**config.mk**
```make
export PLATFORM = sky130hd
export DESIGN_NAME = rst_cause_ctrl
export DESIGN_NICKNAME = d
export VERILOG_FILES = /design/src/rtl/rstc_pkg.sv /design/src/rtl/rstc_sync2.sv /design/src/rtl/rstc_filter.sv /design/src/rtl/rstc_stretch.sv /design/src/rtl/rstc_status.sv /design/src/rtl/rst_cause_ctrl.sv
export SDC_FILE = /design/constraint.sdc
export NUM_CORES = 1
export LEC_CHECK = 0
export ABC_AREA = 0
export BUFFER_PORTS_ARGS = -buffer_cell sky130_fd_sc_hd__buf_2
export CAP_MARGIN = 20
export CORE_MARGIN = 8
export CORE_UTILIZATION = 51
export CTS_CLUSTER_DIAMETER = 50
export DETAILED_ROUTE_END_ITERATION = 12
export PLACE_DENSITY = 0.83
export SLEW_MARGIN = 10
export SYNTH_ARGS = -nofsm -noshare
export SYNTH_HDL_FRONTEND = slang
export SYNTH_SLANG_ARGS = --single-unit
```
**constraint.sdc**
```tcl
create_clock -name clk -period 2.4 [get_ports clk]
set_clock_uncertainty 0.05 [all_clocks]
set_input_delay 0.24 -clock clk [delete_from_list [all_inputs] [get_ports clk]]
set_output_delay 0.24 -clock clk [all_outputs]
set_load 0.03 [all_outputs]
```
**src/rtl/rstc_pkg.sv**
```systemverilog
package rstc_pkg;

    localparam int STAT_W  = 4;
    localparam int POR_BIT = 0;
    localparam int PIN_BIT = 1;
    localparam int LV_BIT  = 3;

    typedef struct packed {
        logic lv;
        logic rsvd;
        logic pin;
        logic por;
    } cause_t;

    typedef enum logic {
        REQ_IDLE   = 1'b0,
        REQ_ACTIVE = 1'b1
    } req_state_t;

    localparam cause_t CAUSE_POR_INIT = '{lv: 1'b0, rsvd: 1'b0, pin: 1'b0, por: 1'b1};

    function automatic cause_t cause_update(cause_t cur, cause_t clr, cause_t set);
        cause_t nxt;
        nxt      = (cur & ~clr) | set;
        nxt.rsvd = 1'b0;
        return nxt;
    endfunction

endpackage

```
**src/rtl/rstc_sync2.sv**
```systemverilog
module rstc_sync2 #(
    parameter logic RST_VAL = 1'b0
) (
    input  logic clk,
    input  logic rst,
    input  logic d_i,
    output logic q_o
);
    logic meta_q;
    logic sync_q;

    always_ff @(posedge clk) begin
        if (rst) begin
            meta_q <= RST_VAL;
            sync_q <= RST_VAL;
        end else begin
            meta_q <= d_i;
            sync_q <= meta_q;
        end
    end

    assign q_o = sync_q;
endmodule

```
**src/rtl/rstc_filter.sv**
```systemverilog
module rstc_filter
    import rstc_pkg::*;
#(
    parameter int ON_CYC  = 16,
    parameter int OFF_CYC = 16
) (
    input  logic clk,
    input  logic rst,
    input  logic sample_i,
    output logic active_o
);
    localparam int MAX_CYC = (ON_CYC > OFF_CYC) ? ON_CYC : OFF_CYC;
    localparam int CNT_W   = $clog2(MAX_CYC + 1);

    req_state_t       state_q;
    logic [CNT_W-1:0] run_q;
    logic [CNT_W-1:0] limit;
    logic             differs;

    always_comb begin
        if (state_q == REQ_IDLE) begin
            differs = sample_i;
            limit   = CNT_W'(ON_CYC - 1);
        end else begin
            differs = !sample_i;
            limit   = CNT_W'(OFF_CYC - 1);
        end
    end

    always_ff @(posedge clk) begin
        if (rst) begin
            state_q <= REQ_IDLE;
            run_q   <= '0;
        end else if (!differs) begin
            run_q <= '0;
        end else if (run_q == limit) begin
            state_q <= (state_q == REQ_IDLE) ? REQ_ACTIVE : REQ_IDLE;
            run_q   <= '0;
        end else begin
            run_q <= run_q + CNT_W'(1);
        end
    end

    assign active_o = (state_q == REQ_ACTIVE);

    // a request becomes active only on a sample that asks for it
    p_rise_needs_sample_r2: assert property (@(posedge clk) disable iff (rst)
        $rose(active_o) |-> $past(sample_i));
    // a request is released only on a sample that no longer asks for it
    p_fall_needs_sample_r5: assert property (@(posedge clk) disable iff (rst)
        $fell(active_o) |-> !$past(sample_i));
endmodule

```
**src/rtl/rstc_stretch.sv**
```systemverilog
module rstc_stretch #(
    parameter int STRETCH_CYC = 16
) (
    input  logic clk,
    input  logic por_i,
    input  logic req_i,
    output logic rst_o
);
    localparam int CNT_W = $clog2(STRETCH_CYC + 1);

    logic [CNT_W-1:0] hold_q;
    logic             rst_q;

    always_ff @(posedge clk or posedge por_i) begin
        if (por_i) begin
            rst_q  <= 1'b1;
            hold_q <= CNT_W'(STRETCH_CYC);
        end else if (req_i) begin
            rst_q  <= 1'b1;
            hold_q <= CNT_W'(STRETCH_CYC);
        end else if (hold_q > CNT_W'(1)) begin
            hold_q <= hold_q - CNT_W'(1);
        end else begin
            hold_q <= '0;
            rst_q  <= 1'b0;
        end
    end

    assign rst_o = rst_q;

    // a live request always leaves reset asserted on the next cycle
    p_req_holds_rst_r6: assert property (@(posedge clk) disable iff (por_i)
        req_i |=> rst_o);
    // release never follows a cycle with a request
    p_release_quiet_r6: assert property (@(posedge clk) disable iff (por_i)
        $fell(rst_o) |-> !$past(req_i));
endmodule

```
**src/rtl/rstc_status.sv**
```systemverilog
module rstc_status
    import rstc_pkg::*;
(
    input  logic              clk,
    input  logic              por_i,
    input  logic              pin_act_i,
    input  logic              lv_act_i,
    input  logic              wr_i,
    input  logic [STAT_W-1:0] clr_bits_i,
    output cause_t            flags_o
);
    cause_t flags_q;
    cause_t set_v;
    cause_t clr_v;
    logic   pin_prev_q;
    logic   lv_prev_q;

    always_comb begin
        set_v     = '0;
        set_v.pin = pin_act_i && !pin_prev_q;
        set_v.lv  = lv_act_i && !lv_prev_q;
        clr_v     = wr_i ? cause_t'(clr_bits_i) : '0;
    end

    always_ff @(posedge clk) begin
        if (por_i) begin
            flags_q    <= CAUSE_POR_INIT;
            pin_prev_q <= 1'b0;
            lv_prev_q  <= 1'b0;
        end else begin
            flags_q    <= cause_update(flags_q, clr_v, set_v);
            pin_prev_q <= pin_act_i;
            lv_prev_q  <= lv_act_i;
        end
    end

    assign flags_o = flags_q;

    // a new pin event wins over a clear in the same cycle
    p_set_wins_r8: assert property (@(posedge clk) disable iff (por_i)
        (pin_act_i && !pin_prev_q) |=> flags_o.pin);
    // a new low-supply event leaves its flag set
    p_lv_flag_r4: assert property (@(posedge clk) disable iff (por_i)
        (lv_act_i && !lv_prev_q) |=> flags_o.lv);
    // the pin flag only falls by a software write of 1
    p_pin_w1c_only_r9: assert property (@(posedge clk) disable iff (por_i)
        $fell(flags_o.pin) |-> $past(wr_i && clr_bits_i[PIN_BIT]));
    // the low-supply flag only falls by a software write of 1
    p_lv_w1c_only_r9: assert property (@(posedge clk) disable iff (por_i)
        $fell(flags_o.lv) |-> $past(wr_i && clr_bits_i[LV_BIT]));
endmodule

```
**src/rtl/rst_cause_ctrl.sv**
```systemverilog
module rst_cause_ctrl
    import rstc_pkg::*;
#(
    parameter int PIN_FILT_CYC = 9000,
    parameter int LV_ON_CYC    = 16,
    parameter int LV_OFF_CYC   = 16,
    parameter int STRETCH_CYC  = 16,
    parameter int ADDR_W       = 4,
    parameter int STAT_ADDR    = 0
) (
    input  logic              clk,
    input  logic              por_req_i,
    input  logic              pin_rst_n_i,
    input  logic              lv_low_i,
    input  logic              reg_we_i,
    input  logic [ADDR_W-1:0] reg_addr_i,
    input  logic [31:0]       reg_wdata_i,
    output logic [31:0]       reg_rdata_o,
    output logic              sys_rst_o
);
    localparam int PIN_ON_CYC = PIN_FILT_CYC + 1;

    logic   pin_n_sync;
    logic   lv_sync;
    logic   pin_act;
    logic   lv_act;
    logic   stat_hit;
    cause_t flags;

    rstc_sync2 #(.RST_VAL(1'b1)) u_pin_sync (
        .clk(clk), .rst(por_req_i), .d_i(pin_rst_n_i), .q_o(pin_n_sync));

    rstc_sync2 #(.RST_VAL(1'b0)) u_lv_sync (
        .clk(clk), .rst(por_req_i), .d_i(lv_low_i), .q_o(lv_sync));

    rstc_filter #(.ON_CYC(PIN_ON_CYC), .OFF_CYC(1)) u_pin_filt (
        .clk(clk), .rst(por_req_i), .sample_i(!pin_n_sync), .active_o(pin_act));

    rstc_filter #(.ON_CYC(LV_ON_CYC), .OFF_CYC(LV_OFF_CYC)) u_lv_filt (
        .clk(clk), .rst(por_req_i), .sample_i(lv_sync), .active_o(lv_act));

    rstc_stretch #(.STRETCH_CYC(STRETCH_CYC)) u_stretch (
        .clk(clk), .por_i(por_req_i), .req_i(pin_act || lv_act), .rst_o(sys_rst_o));

    assign stat_hit = (reg_addr_i == ADDR_W'(STAT_ADDR));

    rstc_status u_status (
        .clk(clk),
        .por_i(por_req_i),
        .pin_act_i(pin_act),
        .lv_act_i(lv_act),
        .wr_i(reg_we_i && stat_hit),
        .clr_bits_i(reg_wdata_i[STAT_W-1:0]),
        .flags_o(flags)
    );

    assign reg_rdata_o = stat_hit ? {{(32-STAT_W){1'b0}}, flags} : 32'h0;

    // reserved bits of the read path stay clear
    always_comb begin
        p_rsvd_zero_r7: assert (reg_rdata_o[31:STAT_W] == '0 && !reg_rdata_o[2]);
    end
endmodule

```
# Word level (Yosys, flattened, before mapping)
# Index checks and enable logic that the tools add are counted.
[word_totals]
reg_bits = 36
in_bits = 41
output_inout_bits = 33
wordCells = 51
[op_classes]
add_sub_neg = 3
order_cmp = 1
eq_ne = 3
muxes = 11
n_bitwise = 5
reduce_logical = 13
[ops]
columns = ["operator", "n"]
rows = [
  ["$add A14 B1 Y14 const B", 1],
  ["$eq A14 B14 Y1", 1],
  ["$mux W14", 1],
  ["$mux W5", 2],
  ["$mux W4", 2],
  ["$mux W1", 6],
  ["$reduce_or A3 Y1", 2],
  ["$add A5 B1 Y5 const B", 1],
  ["$eq A5 B4 Y1 const B", 1],
  ["$gt A5 B1 Y1 const B", 1],
  ["$sub A5 B1 Y5 const B", 1],
  ["$and A4 B4 Y4", 1],
  ["$logic_not A1 Y1", 4],
  ["$logic_not A4 Y1", 1],
  ["$not A4 Y4", 1],
  ["$or A4 B4 Y4", 1],
  ["$reduce_and A2 Y1", 2],
  ["$logic_and A1 B1 Y1", 3],
  ["$ne A2 B1 Y1 const B", 1],
  ["$not A1 Y1", 2],
  ["$logic_or A1 B1 Y1", 1],
]

# Logic depth before layout (Yosys ltp)
# Gate-level depths: netlist of the first run.
[depth]
word_depth = 6
depth_mapped = 7
mapped_depth_nobuf = 6

# Modules after synthesis
# From an unflattened synthesis of the first run, not the netlist that was laid out.
[hier_totals]
cells_unflattened = 199
hier_area_um2 = 1859.3
[by_module_without_submodules]
columns = ["mod", "n_inst", "cells_each", "area_per_inst_um2", "seq_area_each_um2"]
rows = [
  ["rstc_filter at u_pin_filt", 1, 87, 784.5, 300.3],
  ["rstc_stretch", 1, 27, 290.3, 152.6],
  ["rst_cause_ctrl", 1, 37, 267.8, 0.0],
  ["rstc_filter at u_lv_filt", 1, 23, 234.0, 120.1],
  ["rstc_status", 1, 17, 177.7, 100.1],
  ["rstc_sync2", 2, 4, 52.6, 40.0],
]

# Least setup slack after synthesis of the first run
# No wires, ideal clock.
[synth_path]
path_kind = "register to register"
startpoint = "register u_pin_filt.run_q[0]"
endpoint = "register u_pin_filt.run_q[10]"
setup_time_ns = 0.117
arrival_time_ns = 1.398
required_time_ns = 2.233
setup_slack_ns = 0.835
path_stages_with_launch = 8
path_buffers = 1
period_less_slack_ns = 1.565
path_cell_list = "dfxtp_1 -> inv_1 -> ha_1 -> nor4b_4 -> nand4_1 -> o221ai_2 -> buf_2 -> nor2_1"
[synth_via]
elab_chain_len = 2
word_cells_on_any_way = 3
classes_between = "add/sub (1); eq/ne (1); reduce/logical (1)"
[synth_rtl]
columns = ["element", "line", "rtl"]
rows = [
  ["start: declaration", "rstc_filter.sv:16", "logic [CNT_W-1:0] run_q;"],
  ["start signal: assignment", "rstc_filter.sv:40", "run_q <= run_q + CNT_W'(1);"],
  ["branches (longest 2 deep; another with $add A14 B1 Y14)", "--", ""],
]
# Parallel ways; which one is timed is not known.
# A chain may end at the register's enable or synchronous reset.

# Worst setup path in the final report of the first run
[layout_path]
startpoint = "register u_pin_filt.run_q[0]"
endpoint = "register u_pin_filt.run_q[2]"
# Same word-level chain as after synthesis.

==> results.cfg, run 1 <==
[cells_and_area]
final_common_cell = nor2_1
final_cell_mix = nor2_1 (35), dfxtp_1 (30), conb_1 (29)
drive_above_1_share_pct = 14.1
diodes = 0
layout.cells.non_filler = 266
fin_nets = 266
syn2layout_area_growth_pct = 7.27
fillers = 318

[route]
post_drt_wl_per_cell_um = 10.9
dr.pass1.iters = 4
viasPerCell = 4.56
drt_iter0_markers = 55
route.vias.total = 1214
drc = 0
wl_mm = 2.90
final_antenna_net_count = 0

[floorplanning]
start_util_pct = 53.2
rows = 21
core_area_um2 = 3360
io_pins = 74
dieWidth_um = 75.3
die_h_um = 75.3
dieArea_um2 = 5660

[global_routing]
grt_pass1_vias = 1081
globalRouteOverflowTotal = 0
grt_usage_pct = 10.7
grt_max_degree = 15
antenna_found_initial = 0
grt_pass1_wl_mm = 4.64

[sta]
tns_ps = 0
hold_violations = 0
setup-violations-final = 0
slew_violations = 0
fmax_mhz = 539
grt_setup_unrepaired = false
slew-limit-headroom_pct = 56.1
period_minus_slack_ps = 1850
fin_crit_sh_pct = 77.3
tightest_slew_ps = 652

[pwr]
max-vdd-ir-drop_mv = 0.354
p_leak_nw = 0.799
power_mw = 1.57
power.density_nw_per_um2 = 819

[synthesis]
synthCells = 202
syn_area_um2 = 1790
syn-mean-instance-area_um2 = 8.86
yosys_warnings = 0
ys_ff_latch = 36
yosysSeqAreaShare_pct = 42.1
synth_cell_types = 35

[clock_network]
ctsResizeCount = 0
root_buffer = clkbuf_4
clockBufferDepth = 2
clk_latency_ps = 340
cts_tree = built
clkTransAtPathRegs_ps = 110
cts_sinks = 36
htree_levels = 2
cts_buffers = 5

[placed_design]
hpwl_mm = 2.23
port_buffers = 15
place_inst = 257
routabilityCongestion = 0.825

[setup_path]
slowest_stage = o221ai_2
cp-end-kind = register
crit_chain = inv_1, ha_1, nor4b_4, nand4_1, o221ai_2, nor2_1
critPathMaxFanout = 14
crit_type = register to register
cp-start-kind = register
arrival_ps = 2010
cpPeakStageDelay_ps = 560
worst_ep_required_time_ps = 2560

[min_path]
hold_class = input port to register

[run]
maxCapViolations = 0

[run_status]
status = finished clean
[cell type report]
| type | instances | area, um^2 | area share [%] |
|---|---|---|---|
| timing repair buffer | 16 | 85.1 | 4.43 |
| tap | 46 | 57.6 | 3.00 |
| clock inverter | 3 | 90.1 | 4.69 |
| inverter | 12 | 45.0 | 2.35 |
| multi-input combinational | 148 | 852 | 44.4 |
| sequential | 36 | 753 | 39.2 |
| clock buffer | 5 | 37.5 | 1.95 |
[cell families after synthesis]
logic type,share of synthesized area [%]
AOI/OAI and AO/OA,2.24
xor gates and xnor gates,8.81
adders and majority gates,4.19
buffers and inverters,16.2
DFF,42.1
muxes,0.559
other,0.209
and+or+nand+nor,25.7
[flip-flops by register name (all words and copies together), names as in the netlist]
signal	flops
u_lv_sync.q_o	1
u_pin_filt.run_q	14
u_status.flags_o	3
u_lv_filt.run_q	5
u_pin_filt.active_o	1
u_stretch.rst_o	1
u_lv_filt.active_o	1
u_pin_sync.meta_q	1
u_lv_sync.meta_q	1
u_status.lv_prev_q	1
u_stretch.hold_q	5
u_pin_sync.q_o	1
u_status.pin_prev_q	1
[final timing paths]
path                                     startpoint             endpoint  slack [ps]  depth (start not counted)
worst max-delay path            u_pin_filt.run_q[0]  u_pin_filt.run_q[2]         550                          6
worst min-delay path                    pin_rst_n_i    u_pin_sync.meta_q          20                          2
worst max register to register  u_pin_filt.run_q[0]  u_pin_filt.run_q[2]         550                          6
worst min register to register    u_pin_sync.meta_q       u_pin_sync.q_o         360                          1
max in group asynchronous                 por_req_i      u_stretch.rst_o        1610                          3
min in group asynchronous                 por_req_i  u_stretch.hold_q[3]         420                          3
[worst max-delay path, delay by kind of cell, from the launching register on]
kind	cells	cell delay, ps
AO/OA/AOI/OAI	1	560
adder cells (fa/ha/maj)	1	150
buffers and inverters	1	80
flip-flops	1	370
AND/OR/NAND/NOR	3	520
[through the flow]
stage / area [um^2] / utilization (%) / setup WS [ps] / hold slack, ps
finish: 1920 / 57.1 / 546 / 23.7
global route: 1920 / 57.1 / 370 / 7.86
CTS: 1920 / 57.1 / 510 / 4.29
detailed placement: 1780 / 53.0 / 520 / 239
global placement: 1780 / 53.0 / 574 / 234
floorplan: 1900 / - / 835 / 188
[synthesized netlist by cell type, drive strengths merged]
| library cell | instances | area (um^2) |
|---|---|---|
| nor2 | 35 | 131 |
| buf | 31 | 234 |
| dfxtp | 30 | 601 |
| xnor2 | 15 | 131 |
| inv | 12 | 45.0 |
| nand2 | 12 | 47.6 |
| nand3 | 9 | 45.0 |
| ha | 6 | 75.1 |
| nand4 | 6 | 37.5 |
| nor3 | 6 | 30.0 |
| nor4 | 5 | 46.3 |
| dfrtp | 4 | 100 |
| nor2b | 4 | 25.0 |
| and2 | 3 | 18.8 |
| clkbuf | 3 | 11.3 |
| xor2 | 3 | 26.3 |
| and3 | 2 | 12.5 |
| dfstp | 2 | 52.6 |
| or2 | 2 | 12.5 |
| a21oi | 1 | 5.00 |
| a2bb2oi | 1 | 8.76 |
| a31oi | 1 | 6.26 |
| conb | 1 | 3.75 |
| mux2i | 1 | 10.0 |
| nand2b | 1 | 6.26 |
| nor4b | 1 | 23.8 |
| o21ai | 1 | 5.00 |
| o221ai | 1 | 15.0 |
| or3 | 1 | 6.26 |
| or4 | 1 | 7.51 |
| or4b | 1 | 10.0 |
[metal layers]
metal	vias up	global-route usage (%)	part of all wire, %
li1	624	-	-
met1	553	11.2	41
met2	31	18.1	47
met3	6	4.66	9.8
met4	0	5.12	1.8
met5	-	0	0
[report_power, final]
group | switching (mW) | internal [mW] | total, mW | leakage, nW
Sequential | 0.0439 | 0.655 | 0.699 | 0.312
Clock | 0.204 | 0.429 | 0.633 | 0.0654
Combinational | 0.157 | 0.0841 | 0.241 | 0.422
[what timing repair did]
action	4_1_cts	5_1_grt
endpoints found under the hold margin	4	0
hold buffers	1	0
buffers inserted	0	0
No activity file was read; power rests on OpenSTA's default activity.
==> run 2, diff against run 1 <==
Settings changed: ABC_AREA 0 to 1, CORE_UTILIZATION 51 to 43, PLACE_DENSITY 0.83 to 0.74.
Clock period 2.4 ns to 1.63 ns, I/O delays scaled along.
==> results.cfg, run 2 <==
[clock_network]
cts_tree = built
cts_sinks = 36
clkTransAtPathRegs_ps = 70
root_buffer = clkbuf_8
clockBufferDepth = 2
clk_latency_ps = 280
htree_levels = 2
cts_buffers = 5

[pwr]
max-vdd-ir-drop_mv = 0.548
power.density_nw_per_um2 = 892
p_leak_nw = 0.901

[floorplanning]
core_area_um2 = 4230
rows = 24
io_pins = 74
dieArea_um2 = 6640
start_util_pct = 43.6
dieWidth_um = 81.5
die_h_um = 81.5

[setup_path]
r2r-start = u_lv_filt.run_q[0]
reg2reg_depth = 7
reg2reg_to = u_lv_filt.run_q[2]
critPathMaxFanout = 5
cp-end-kind = register
worst_ep_required_time_ps = 1780
rrSetupSlack_ps = 150
crit_type = register to register
arrival_ps = 1630
cp-start-kind = register

[route]
met2_length_mm = 1.19
drc = 0
route.vias.total = 1355
post_drt_wl_per_cell_um = 9.37
dr.pass1.iters = 4
wl_met1_mm = 1.40
viasPerCell = 4.33
met3WireLength_um = 272
drt_iter0_markers = 51
top_layer_used = met4
wl_mm = 2.93
final_antenna_net_count = 0

[global_routing]
antenna_found_initial = 0
grt_pass1_vias = 1233
grt_max_degree = 15
grt_usage_pct = 9.44
grt_pass1_wl_mm = 4.95
globalRouteOverflowTotal = 0

[sta]
period_minus_slack_ps = 1480
grt_setup_unrepaired = false
hold_violations = 0
setup-violations-final = 0
slew_violations = 0
fmax_mhz = 676
fin_crit_sh_pct = 90.7
tns_ps = 0

[synthesis]
synth_cell_types = 27
ys_top_cells_by_count = nor2_1 (53), nand2_1 (34), dfxtp_1 (30)
synthTopCellsByArea = dfxtp_1 (33%), buf_4 (12%), nor2_1 (11%)
synth-main-ff-cell = dfxtp_1
yosysMostFrequentCell = nor2_1
ys_ff_latch = 36
yosys_warnings = 0
syn-mean-instance-area_um2 = 7.68
synth_edf_count = 0
synth_top_cell_by_area = dfxtp_1
yosysSeqAreaShare_pct = 40.8
synthCells = 240
synth_top_area_share_pct = 32.6
syn_area_um2 = 1840
ys_async_sr_fraction_pct = 16.7

[cells_and_area]
reg_top3 = u_pin_filt.run_q (14), u_lv_filt.run_q (5), u_stretch.hold_q (5)
largest_register = u_pin_filt.run_q
fin_nets = 307
largest_reg_flops = 14
fillers = 413
syn2layout_area_growth_pct = 7.33
final_common_cell = nor2_1
drive_above_1_share_pct = 14.2
layout.cells.non_filler = 313
design_area_um2 = 1980
final_cell_mix = nor2_1 (53), nand2_1 (34), conb_1 (29), dfxtp_1 (29), inv_1 (26)
diodes = 0

[run]
maxCapViolations = 0

[min_path]
hold_class = input port to register
min_path_cells = 2
worstHoldStart = pin_rst_n_i
worstHoldEndpoint = u_pin_sync.meta_q

[placed_design]
port_buffers = 15
hpwl_mm = 2.17
placedInstanceArea_um2 = 1850
routabilityCongestion = 0.825
place_inst = 304

[run_status]
status = finished clean
run 2: worst max-delay path, stage by stage (launching register included):
cell and delay (ps):
dfxtp_2 340, ha_1 200, nand2_1 70, nor2_1 40, ha_2 180, a21oi_2 100
o211ai_1 180, nor3b_1 240
run 2: cell families after synthesis:
logic type      Yosys count  share of synthesized area, %
simple gates            116                          27.1
compound gates           12                          3.87
fa+ha+maj                 6                          4.07
flops                    36                          40.8
buf+inv                  58                          18.7
other cells               1                         0.203
xor+xnor                 11                          5.22
run 2: what timing repair did:
| action | in CTS | in global routing |
|---|---|---|
| endpoints found under the hold margin | 6 | 0 |
| endpoints found under the setup margin | 0 | 16 |
| hold buffers | 1 | 0 |
| setup buffers | 0 | 0 |
| resized for setup | 0 | 4 |
run 2: stage by stage:
step                setup WS (ps)  hold WS [ps]  power, mW  util [%]
floorplan                     267         -6.12       1.08         -
global placement              165          89.6       1.04      43.7
detailed placement            115          94.4       1.04      43.7
CTS                          89.7          9.44       1.79      46.5
global route                 7.37          6.70       1.84      46.7
finish                        152          16.7       1.77      46.7
run 2: worst max-delay path by stage:
stage,from,to,slack (ps)
CTS,u_lv_filt.run_q[0],u_lv_filt.run_q[2],90
global route,u_pin_filt.run_q[0],u_pin_filt.run_q[10],7
global placement,u_pin_filt.run_q[0],u_pin_filt.run_q[7],160
detailed placement,u_lv_filt.run_q[0],u_lv_filt.run_q[2],110
floorplan,u_lv_filt.run_q[0],u_lv_filt.run_q[2],270
finish,u_lv_filt.run_q[0],u_lv_filt.run_q[2],150
run 2: per-layer routing:
metal,vias up,GRT usage [%]
li1,716,-
met1,589,11.3
met2,45,15.0
met3,5,1.97
met4,0,6.43
met5,-,0
run 2: where the power goes:
group | internal [mW] | switching, mW | leakage, nW
clock network | 0.453 | 0.289 | 0.0552
registers | 0.889 | 0.00334 | 0.320
logic | 0.0186 | 0.113 | 0.526
total | 1.36 | 0.406 | 0.901
run 2: cell type report:
cell class	instances	area, um^2	share of cell area (%)
Timing Repair Buffer	16	85.1	4.30
Sequential cell	36	754	38.1
Multi-Input combinational cell	174	863	43.6
Inverter	27	104	5.25
Clock buffer	6	72.6	3.67
Clock inverter	2	35.0	1.77
Tap cell	52	65.1	3.29
